### config.mk
export PLATFORM = sky130hd
export DESIGN_NAME = calc_cmd_parser
export DESIGN_NICKNAME = d
export VERILOG_FILES = /design/src/rtl/calc_pkg.sv /design/src/rtl/cmd_line_buffer.sv /design/src/rtl/cmd_scanner.sv /design/src/rtl/unit_port.sv /design/src/rtl/calc_cmd_parser.sv
export SDC_FILE = /design/constraint.sdc
export NUM_CORES = 1
export LEC_CHECK = 0
export ABC_CLOCK_PERIOD_IN_PS = 6900
export CAP_MARGIN = 20
export CORE_ASPECT_RATIO = 1.75
export CORE_UTILIZATION = 64
export DETAILED_ROUTE_END_ITERATION = 6
export DONT_BUFFER_PORTS = 1
export GPL_ROUTABILITY_DRIVEN = 0
export PLACE_DENSITY = 0.92
export SETUP_SLACK_MARGIN = 0.1
export SYNTH_ARGS = -nofsm -noshare
export SYNTH_HDL_FRONTEND = slang
export SYNTH_HIERARCHICAL = 1
export SYNTH_SLANG_ARGS = --single-unit
### constraint.sdc
create_clock -name clk -period 6.9 [get_ports clk]
set_clock_uncertainty 0.1 [all_clocks]
set_input_delay 0.345 -clock clk [delete_from_list [all_inputs] [get_ports clk]]
set_output_delay 0.345 -clock clk [all_outputs]
set_load 0.02 [all_outputs]
### src/rtl/calc_pkg.sv
package calc_pkg;

  localparam int WORD_W  = 32;
  localparam int N_UNITS = 4;
  localparam int MAG_W   = 36;

  typedef logic [WORD_W-1:0] word_t;
  typedef logic [MAG_W-1:0]  mag_t;

  typedef enum logic [1:0] {
    STAT_RESULT   = 2'd0,
    STAT_INVALID  = 2'd1,
    STAT_OVERFLOW = 2'd2
  } stat_e;

  typedef enum logic [1:0] {
    UNIT_ADD = 2'd0,
    UNIT_SUB = 2'd1,
    UNIT_MUL = 2'd2,
    UNIT_DIV = 2'd3
  } unit_e;

  typedef enum logic [2:0] {
    CT_COLLECT,
    CT_DRAIN,
    CT_SCAN,
    CT_SEND_A,
    CT_SEND_B,
    CT_WAIT,
    CT_REPORT
  } ctl_e;

  typedef enum logic [3:0] {
    PS_IDLE,
    PS_PRE1,
    PS_SIGN1,
    PS_NUM1,
    PS_POST1,
    PS_PRE2,
    PS_SIGN2,
    PS_NUM2,
    PS_POST2
  } ps_e;

  localparam logic [7:0] CH_CR    = 8'h0D;
  localparam logic [7:0] CH_LF    = 8'h0A;
  localparam logic [7:0] CH_SP    = 8'h20;
  localparam logic [7:0] CH_MINUS = 8'h2D;

  // Largest magnitude any operand may reach (the negative range end).
  localparam mag_t MAG_LIMIT = mag_t'(64'h0000_0000_8000_0000);
  localparam mag_t MAG_SAT   = MAG_LIMIT + mag_t'(1);

  function automatic logic is_term(input logic [7:0] c);
    return (c == CH_CR) || (c == CH_LF);
  endfunction

  function automatic logic is_digit(input logic [7:0] c);
    return (c >= 8'h30) && (c <= 8'h39);
  endfunction

  function automatic logic is_operator(input logic [7:0] c);
    return (c == 8'h2B) || (c == CH_MINUS) || (c == 8'h2A) ||
           (c == 8'h78) || (c == 8'h58) || (c == 8'h2F);
  endfunction

  function automatic unit_e op_unit(input logic [7:0] c);
    unit_e u;
    case (c)
      8'h2B:               u = UNIT_ADD;
      CH_MINUS:            u = UNIT_SUB;
      8'h2A, 8'h78, 8'h58: u = UNIT_MUL;
      default:             u = UNIT_DIV;
    endcase
    return u;
  endfunction

  // One decimal digit appended; saturates just above the legal range.
  function automatic mag_t mag_step(input mag_t m, input logic [7:0] c);
    mag_t n;
    if (m > MAG_LIMIT) return MAG_SAT;
    n = m * mag_t'(10) + mag_t'(c[3:0]);
    if (n > MAG_LIMIT) return MAG_SAT;
    return n;
  endfunction

  function automatic logic mag_fits(input mag_t m, input logic neg);
    return neg ? (m <= MAG_LIMIT) : (m < MAG_LIMIT);
  endfunction

  function automatic word_t to_word(input mag_t m, input logic neg);
    mag_t s;
    s = neg ? (mag_t'(0) - m) : m;
    return word_t'(s);
  endfunction

endpackage

### src/rtl/cmd_line_buffer.sv
module cmd_line_buffer #(
  parameter int DEPTH = 32,
  localparam int CNT_W = $clog2(DEPTH + 1),
  localparam int IDX_W = $clog2(DEPTH)
) (
  input  logic             clk,
  input  logic             rst_n,
  input  logic             wr_en,
  input  logic [7:0]       wr_byte,
  input  logic             clr,
  input  logic [IDX_W-1:0] rd_idx,
  output logic [7:0]       rd_byte,
  output logic [CNT_W-1:0] fill_count
);

  logic [7:0] mem [DEPTH];

  always_ff @(posedge clk) begin
    if (wr_en) mem[fill_count[IDX_W-1:0]] <= wr_byte;
  end

  always_ff @(posedge clk) begin
    if (!rst_n)     fill_count <= '0;
    else if (clr)   fill_count <= '0;
    else if (wr_en) fill_count <= fill_count + CNT_W'(1);
  end

  assign rd_byte = mem[rd_idx];

endmodule

### src/rtl/cmd_scanner.sv
module cmd_scanner import calc_pkg::*; #(
  parameter int DEPTH = 32,
  localparam int CNT_W = $clog2(DEPTH + 1),
  localparam int IDX_W = $clog2(DEPTH)
) (
  input  logic             clk,
  input  logic             rst_n,
  input  logic             start,
  input  logic [CNT_W-1:0] line_len,
  output logic [IDX_W-1:0] rd_idx,
  input  logic [7:0]       rd_byte,
  output logic             done,
  output logic             ok,
  output unit_e            unit,
  output word_t            opnd_a,
  output word_t            opnd_b
);

  logic             busy;
  ps_e              ps, ps_n;
  logic [CNT_W-1:0] idx;
  mag_t             mag, mag_n;
  logic             neg, neg_n;
  logic             err_n, a_take, at_end, end_ok;
  unit_e            unit_n;
  logic [7:0]       c;

  assign c      = rd_byte;
  assign rd_idx = idx[IDX_W-1:0];
  assign at_end = (idx == line_len);
  assign end_ok = ((ps == PS_NUM2) || (ps == PS_POST2)) && mag_fits(mag, neg);

  always_comb begin
    ps_n   = ps;
    mag_n  = mag;
    neg_n  = neg;
    unit_n = unit;
    err_n  = 1'b0;
    a_take = 1'b0;
    case (ps)
      PS_PRE1, PS_PRE2: begin
        if (c == CH_SP) begin
          ps_n = ps;
        end else if (c == CH_MINUS) begin
          neg_n = 1'b1;
          ps_n  = (ps == PS_PRE1) ? PS_SIGN1 : PS_SIGN2;
        end else if (is_digit(c)) begin
          mag_n = mag_step('0, c);
          ps_n  = (ps == PS_PRE1) ? PS_NUM1 : PS_NUM2;
        end else begin
          err_n = 1'b1;
        end
      end
      PS_SIGN1, PS_SIGN2: begin
        if (is_digit(c)) begin
          mag_n = mag_step('0, c);
          ps_n  = (ps == PS_SIGN1) ? PS_NUM1 : PS_NUM2;
        end else begin
          err_n = 1'b1;
        end
      end
      PS_NUM1: begin
        if (is_digit(c)) begin
          mag_n = mag_step(mag, c);
        end else if (c == CH_SP) begin
          a_take = 1'b1;
          ps_n   = PS_POST1;
        end else if (is_operator(c)) begin
          a_take = 1'b1;
          unit_n = op_unit(c);
          mag_n  = '0;
          neg_n  = 1'b0;
          ps_n   = PS_PRE2;
        end else begin
          err_n = 1'b1;
        end
      end
      PS_POST1: begin
        if (is_operator(c)) begin
          unit_n = op_unit(c);
          mag_n  = '0;
          neg_n  = 1'b0;
          ps_n   = PS_PRE2;
        end else if (c != CH_SP) begin
          err_n = 1'b1;
        end
      end
      PS_NUM2: begin
        if (is_digit(c))       mag_n = mag_step(mag, c);
        else if (c == CH_SP)   ps_n  = PS_POST2;
        else                   err_n = 1'b1;
      end
      PS_POST2: begin
        if (c != CH_SP) err_n = 1'b1;
      end
      default: err_n = 1'b1;
    endcase
    if (a_take && !mag_fits(mag, neg)) err_n = 1'b1;
  end

  always_ff @(posedge clk) begin
    if (!rst_n) begin
      busy   <= 1'b0;
      done   <= 1'b0;
      ok     <= 1'b0;
      ps     <= PS_IDLE;
      idx    <= '0;
      mag    <= '0;
      neg    <= 1'b0;
      unit   <= UNIT_ADD;
      opnd_a <= '0;
      opnd_b <= '0;
    end else begin
      done <= 1'b0;
      if (start) begin
        busy <= 1'b1;
        ps   <= PS_PRE1;
        idx  <= '0;
        mag  <= '0;
        neg  <= 1'b0;
      end else if (busy) begin
        if (at_end) begin
          busy   <= 1'b0;
          done   <= 1'b1;
          ok     <= end_ok;
          opnd_b <= to_word(mag, neg);
          ps     <= PS_IDLE;
        end else if (err_n) begin
          busy <= 1'b0;
          done <= 1'b1;
          ok   <= 1'b0;
          ps   <= PS_IDLE;
        end else begin
          ps   <= ps_n;
          mag  <= mag_n;
          neg  <= neg_n;
          unit <= unit_n;
          idx  <= idx + CNT_W'(1);
          if (a_take) opnd_a <= to_word(mag, neg);
        end
      end
    end
  end

endmodule

### src/rtl/unit_port.sv
module unit_port #(
  parameter int N = 4,
  parameter int W = 32,
  localparam int SEL_W = $clog2(N)
) (
  input  logic [SEL_W-1:0] sel,
  input  logic             send,
  input  logic             collect,
  input  logic [N-1:0]     op_ready,
  input  logic [N-1:0]     res_valid,
  input  logic [N*W-1:0]   res_data,
  output logic [N-1:0]     op_valid,
  output logic [N-1:0]     res_ready,
  output logic             sel_op_ready,
  output logic             sel_res_valid,
  output logic [W-1:0]     sel_res_data
);

  logic [W-1:0] slot [N];

  for (genvar k = 0; k < N; k++) begin : g_unit
    assign op_valid[k]  = send    && (sel == SEL_W'(k));
    assign res_ready[k] = collect && (sel == SEL_W'(k));
    assign slot[k]      = res_data[k*W +: W];
  end

  assign sel_op_ready  = op_ready[sel];
  assign sel_res_valid = res_valid[sel];
  assign sel_res_data  = slot[sel];

endmodule

### src/rtl/calc_cmd_parser.sv
module calc_cmd_parser import calc_pkg::*; #(
  parameter int LINE_DEPTH = 32
) (
  input  logic                      clk,
  input  logic                      rst_n,
  input  logic                      in_valid,
  output logic                      in_ready,
  input  logic [7:0]                in_byte,
  output logic [N_UNITS-1:0]        op_valid,
  input  logic [N_UNITS-1:0]        op_ready,
  output logic [WORD_W-1:0]         op_data,
  input  logic [N_UNITS-1:0]        res_valid,
  output logic [N_UNITS-1:0]        res_ready,
  input  logic [N_UNITS*WORD_W-1:0] res_data,
  output logic                      out_valid,
  input  logic                      out_ready,
  output logic [1:0]                out_status,
  output logic [WORD_W-1:0]         out_data
);

  localparam int CNT_W = $clog2(LINE_DEPTH + 1);
  localparam int IDX_W = $clog2(LINE_DEPTH);

  ctl_e             state;
  stat_e            stat_q;
  word_t            res_q;
  logic [CNT_W-1:0] fill_count;
  logic [IDX_W-1:0] rd_idx;
  logic [7:0]       rd_byte;
  logic             scan_done, scan_ok;
  unit_e            scan_unit;
  word_t            opnd_a, opnd_b;
  logic             sel_op_ready, sel_res_valid;
  word_t            sel_res_data;

  // Named internal events, also watched by the checker.
  logic byte_fire, byte_is_term, buf_full;
  logic store_evt, line_end_evt, ovf_evt, drain_end_evt, out_fire;
  logic sending, collecting;

  assign in_ready      = (state == CT_COLLECT) || (state == CT_DRAIN);
  assign byte_fire     = in_valid && in_ready;
  assign byte_is_term  = is_term(in_byte);
  assign buf_full      = (fill_count == CNT_W'(LINE_DEPTH));
  assign store_evt     = byte_fire && (state == CT_COLLECT) && !byte_is_term && !buf_full;
  assign ovf_evt       = byte_fire && (state == CT_COLLECT) && !byte_is_term && buf_full;
  assign line_end_evt  = byte_fire && (state == CT_COLLECT) && byte_is_term && (fill_count != '0);
  assign drain_end_evt = byte_fire && (state == CT_DRAIN) && byte_is_term;
  assign out_valid     = (state == CT_REPORT);
  assign out_fire      = out_valid && out_ready;
  assign sending       = (state == CT_SEND_A) || (state == CT_SEND_B);
  assign collecting    = (state == CT_WAIT);
  assign op_data       = (state == CT_SEND_A) ? opnd_a : opnd_b;
  assign out_status    = stat_q;
  assign out_data      = res_q;

  cmd_line_buffer #(.DEPTH(LINE_DEPTH)) u_buf (
    .clk        (clk),
    .rst_n      (rst_n),
    .wr_en      (store_evt),
    .wr_byte    (in_byte),
    .clr        (out_fire),
    .rd_idx     (rd_idx),
    .rd_byte    (rd_byte),
    .fill_count (fill_count)
  );

  cmd_scanner #(.DEPTH(LINE_DEPTH)) u_scan (
    .clk      (clk),
    .rst_n    (rst_n),
    .start    (line_end_evt),
    .line_len (fill_count),
    .rd_idx   (rd_idx),
    .rd_byte  (rd_byte),
    .done     (scan_done),
    .ok       (scan_ok),
    .unit     (scan_unit),
    .opnd_a   (opnd_a),
    .opnd_b   (opnd_b)
  );

  unit_port #(.N(N_UNITS), .W(WORD_W)) u_port (
    .sel           (scan_unit),
    .send          (sending),
    .collect       (collecting),
    .op_ready      (op_ready),
    .res_valid     (res_valid),
    .res_data      (res_data),
    .op_valid      (op_valid),
    .res_ready     (res_ready),
    .sel_op_ready  (sel_op_ready),
    .sel_res_valid (sel_res_valid),
    .sel_res_data  (sel_res_data)
  );

  always_ff @(posedge clk) begin
    if (!rst_n) begin
      state  <= CT_COLLECT;
      stat_q <= STAT_RESULT;
      res_q  <= '0;
    end else begin
      case (state)
        CT_COLLECT: begin
          if (ovf_evt)           state <= CT_DRAIN;
          else if (line_end_evt) state <= CT_SCAN;
        end
        CT_DRAIN: begin
          if (drain_end_evt) begin
            stat_q <= STAT_OVERFLOW;
            state  <= CT_REPORT;
          end
        end
        CT_SCAN: begin
          if (scan_done) begin
            if (scan_ok) begin
              state <= CT_SEND_A;
            end else begin
              stat_q <= STAT_INVALID;
              state  <= CT_REPORT;
            end
          end
        end
        CT_SEND_A: if (sel_op_ready) state <= CT_SEND_B;
        CT_SEND_B: if (sel_op_ready) state <= CT_WAIT;
        CT_WAIT: begin
          if (sel_res_valid) begin
            res_q  <= sel_res_data;
            stat_q <= STAT_RESULT;
            state  <= CT_REPORT;
          end
        end
        CT_REPORT: if (out_ready) state <= CT_COLLECT;
        default:   state <= CT_COLLECT;
      endcase
    end
  end

endmodule

# Word-level counts from Yosys, hierarchy flattened
# Memories as Yosys holds them, arrays and structs flattened. A register that Yosys moved wholly into a read port is not among the register bits.
# Index checks and enable logic that the tools add are counted.
# op_classes
addsub,4
n_mul,1
div,0
n_lt_le_gt_ge,9
eq_ne,58
n_shift,0
mux,116
bitwise,6
reduce_logical,62
# op_table
op,count
$mux 36,17
$pmux 36 s5,1
$mux 32,4
$gt 36x32->1 const B,2
$bmux 32 s2,1
$mux 1,52
$mux 4,11
$eq 8x6->1 const B,5
$add 36x4->36,1
$le 36x32->1 const B,1
$lt 36x32->1 const B,1
$mul 36x3->35 const B,1
$mux 3,12
$gt 4x32->1 const B,1
$sub 1x32->32 const A,1
$reduce_and 8->1,3
$logic_and 1x1->1,21
$pmux 3 s7,1
$ne 2x2->1 const B,10
$ne 5x3->1 const B,4
$pmux 4 s5,1
$eq 4x3->1 const B,4
$eq 8x4->1 const B,2
$eq 8x7->1 const B,2
49 further kinds,97
# totals
reg_bits,159
latchBits,0
ramBits,256
rom_bits,0
in_bits,148
word_cells,272
memories,1
# mem_list
name,words,width,rd,rd_clocked_by_memory_dff,write_ports,line,text
u_buf.mem,32,8,1,1,1,cmd_line_buffer.sv:16,logic [7:0] mem [DEPTH];

# Logic depth before layout (Yosys ltp)
# depth
word_depth,16
ltp_mapped,22
ltp_nobuf,17

# Cells and area by module
# Netlist, hierarchy kept.
# by_module_without_submodules
module,instances,cells_per_inst,area_each_um2
cmd_line_buffer,1,441,10169.8
cmd_scanner,1,1093,8951.1
calc_cmd_parser,1,249,2125.8
unit_port,1,52,938.4

# Least setup slack after synthesis
# OpenSTA, ideal clock, no wires.
# synth_timing
kind,register -> register
from,register u_scan.idx[2]
to,register u_scan.mag[17]
arrival_time_ns,5.430
required_time_ns,6.733
path_slack_ns,1.302
path_stages_with_launch,21
path_buffers,4
period_less_slack_ns,5.598
cell_sequence,dfxtp_1 -> buf_4 -> clkbuf_1 -> clkbuf_1 -> mux4_2 -> mux4_2 -> mux2_2 -> ha_1 -> a21o_1 -> nand2_1 -> nor3_1 -> nand3_1 -> or2_2 -> or4_1 -> a211oi_1 -> a31oi_1 -> nor4_1 -> a41o_1 -> nand3_4 -> buf_6 -> o21ai_2
# synth_via
elab_chain_cells,3
# synth_lines
element,line,text
from (decl),cmd_scanner.sv:21,logic [CNT_W-1:0] idx;
from (signal assigned),cmd_scanner.sv:138,idx <= idx + CNT_W'(1);
$eq 6x6->1,cmd_scanner.sv:30,assign at_end = (idx == line_len);
$not 1->1 (no source line),-,
$reduce_and 10->1 (no source line),-,
to (signal assigned),cmd_scanner.sv:135,mag <= mag_n;
to (decl),cmd_scanner.sv:22,"mag_t mag, mag_n;"
# No other way between the ends.
# A chain may end at the register's enable or synchronous reset.

# Worst setup path after layout
# layout_timing
from,register u_scan.idx[1]
to,register u_scan.mag[6]
# Same word-level chain as after synthesis.

==> run metrics <==
critical path's slowest cell=dfxtp_4; Max Cap Viol=0; failing checks=DRC; Slew HR=0.248; YS warnings=6; Clock Pin Slew Worst Setup and Hold Paths=0.07 ns; startpoint types=register; Max Slew Vio Count=0; worst slew pin tran=1.12 ns; Crit Path Category=register to register; worst-case vdd ir drop=between 0.0003 and 0.0004 V; Static Leak=8.93 nW; Max Used Layer=met5; Post-Syn Nets=roughly 2100; Rows=89; vias in the first global route=approximately 16000; ys flop type=edfxtp_1; Area Growth Syn to Fin=7.43%; clock share of power=0.393; DRC violations left=4; Root Driver=clkbuf_16; final setup fails=0; combinational fraction of design power=0.089; Setup WS post-layout=0.487 ns; post-DP HPWL=between 40000 and 50000 µm; minimum clock period=6.41 ns; Synth area leaders=edfxtp_1 35%, dfxtp_1 14%, mux4_2 11%; slowest stage delay, CP=a little over 0.7 ns; H-tree levels=2; crit-path cells=buf_12 -> mux4_2 -> mux4_2 -> mux2_2 -> or4bb_1 -> a211oi_1 -> o21ai_1 -> and3_1 -> or3_1 -> a221oi_4 -> and2_4 -> and3_1 -> nand3_4 -> o31ai_1; DRT antenna net count=0; Initial Utilization=0.653; Net Sw Frac=0.236; First-pass DRT Iterations=7; GRT Total Usage=0.366; synthesized instance count=1835; HP Class=input port to register; first-pass GRT wire length=between 90000 and 100000 µm; Clock Latency Late Sink=approximately 0.54 ns; Synth top area share=0.347; GRT Residual Overflow=0; Avg WL per Cell=about 28 µm; Fin Setup TNS=0 ns; Fin Hold WS=~0.053 ns; Net Sw Power=1.25 mW; antenna violations before repair=24; # IOs=224; share of layout cells above drive strength 1=0.172; FF+latch count, synth=415; EDFF count, synth=256; DR WL met3=6760 µm; Synth Cell Area=0.0222 mm²; crit path DAT=6.76 ns; Core Region=0.0340 mm²; Synth cell types=a little over 100; area leader, netlist=edfxtp_1; vias per cell=7.12; crit path max fanout=28; worst path required time=7.25 ns; routed length on met2=32000 µm; internal power=4.03 mW; status=finished, violations left; PD cells=222 mW/mm²; DP Worst Slack=between 0.5 and 0.6 ns; Routed WL=63700 µm; largest net degree at the start of global routing=109; # port buffers=0; Vias=16314; post-layout util=0.702; fin nets=2015; CTS tree=done; final hold vios=0; final worst path period share=0.929; register area share after synthesis=0.490; total power=between 5 and 6 mW; Bufs on Longest Clock Path=3; Chip Height=248 µm; Initial DRC Count=about 1600; Async SR Flop Fraction=0; nature of the critical path endpoint=register; clk sinks=415; Num CTS Buffers=37; syn_area_per_cell=12.1 µm²; Die Wd=143 µm; RSZ-0062 raised after global routing=false; total die area=0.0354 mm²; metal1 wirelength=19500 µm; Reg power frac=0.518; FMAX=156 MHz
## per-stage QoR
| stage | instances | area (µm²) |
|---|---|---|
| CTS | 2268 | 23700 |
| detailed placement | 2191 | 22300 |
| global route | 2280 | 23800 |
| finish | 2292 | 23800 |
| floorplan | 1835 | 22200 |
| global placement | 2190 | 22300 |
## sequential cells by signal, indices dropped and copies added, names as in the netlist, 3 cells and up
register,cells
u_scan/opnd_a,32
u_scan/opnd_b,32
out_data,32
u_scan/ps,4
state,3
u_buf/fill_count,6
u_scan/idx,6
u_buf/mem,256
u_scan/mag,36
## per-layer routing
layer | vias to the layer above | GRT usage
li1 | 6909 | -
met1 | 7845 | 0.362
met2 | 1140 | 0.638
met3 | 404 | 0.116
met4 | 16 | 0.269
met5 | - | 0
## layout make-up
class | instances | area (µm²)
flip-flops and latches | 415 | 10900
multi-input cells | 1280 | 10600
fillers | 2200 | 10100
clock buffers | 47 | 1040
well taps | 455 | 569
repair buffers | 36 | 419
clock inverters | 20 | 183
inverters | 23 | 86.3
diodes | 16 | 40.0
## worst max-delay path, delay by kind of cell (launching register included)
family / cells / cell delay [ns]
flops: 1 / 0.71
mux: 3 / 1.46
simple gates: 6 / 2.40
buf+inv: 1 / 0.29
compound gates: 4 / 1.26
## cell families after synthesis
family	count (synthesis)	synth area share
compound gates	368	0.126
xor+xnor	101	0.0402
fa+ha+maj	74	0.0424
buf+inv	140	0.0323
flops	415	0.490
mux	167	0.142
simple gates	570	0.127
## Yosys cell counts (6+ instances only)
cell / count
or3_1: 14
nand3_1: 23
and3b_1: 7
edfxtp_1: 256
nor3_1: 23
o211ai_1: 8
mux4_2: 113
nor2_1: 108
clkbuf_1: 56
a211o_1: 7
a211oi_1: 12
nor4_1: 15
xnor2_1: 38
a31oi_1: 10
dfxtp_1: 159
o21ai_2: 23
nor3b_1: 7
ha_1: 72
a21oi_1: 60
a21o_1: 10
nand4_1: 21
nor2b_1: 12
inv_1: 23
mux2_2: 43
o31ai_1: 12
buf_1: 7
o21ai_1: 9
buf_2: 30
buf_6: 7
mux2i_1: 10
and2_1: 14
buf_4: 14
o21ai_0: 53
nand2_1: 245
o211a_1: 67
a21boi_0: 32
xor2_1: 62
nand2b_1: 11
o21a_1: 6
and3_1: 15
or2_2: 9
## path summary, 6_finish.rpt
kind,from,end,slack (ns),cells past startpoint
worst max-delay path,u_scan/idx[1],u_scan/mag[6],0.49,14
worst min-delay path,in_valid,state[1],0.05,2
worst max register to register,u_scan/idx[1],u_scan/mag[6],0.49,14
worst min register to register,u_scan/mag[35],u_scan/mag[35],0.37,1
## power groups by stage
| stage | Combinational, mW | Clock [mW] | Sequential, mW |
|---|---|---|---|
| final | 0.470 | 2.08 | 2.73 |
| after global routing | 0.492 | 2.19 | 2.74 |
| after CTS | 0.446 | 2.09 | 2.73 |
| after detailed placement | 0.395 | 0 | 2.78 |
| after global placement | 0.369 | 0 | 2.78 |
| after floorplan | 0.328 | 0 | 2.75 |
## cells in the final DEF (no fill, tap or decap), types with 32 or more instances in the layout
master and n:
o211a_1 67, mux4_2 113, ha_1 72, xnor2_1 38, mux2_2 43, edfxtp_1 256
clkbuf_16 40, xor2_1 62, dfxtp_1 155, nand2_1 245, a21boi_0 32, o21ai_0 53
a21oi_1 60, nor2_1 106
## timing repair
| item | CTS | global route |
|---|---|---|
| setup endpoints to repair | 0 | 5 |
| hold endpoints to repair | 363 | 1 |
| gates resized for setup | 0 | 2 |
| hold buffers | 10 | 1 |
| setup buffers | 0 | 0 |
Note: power is estimated with default switching activity, not from simulation.
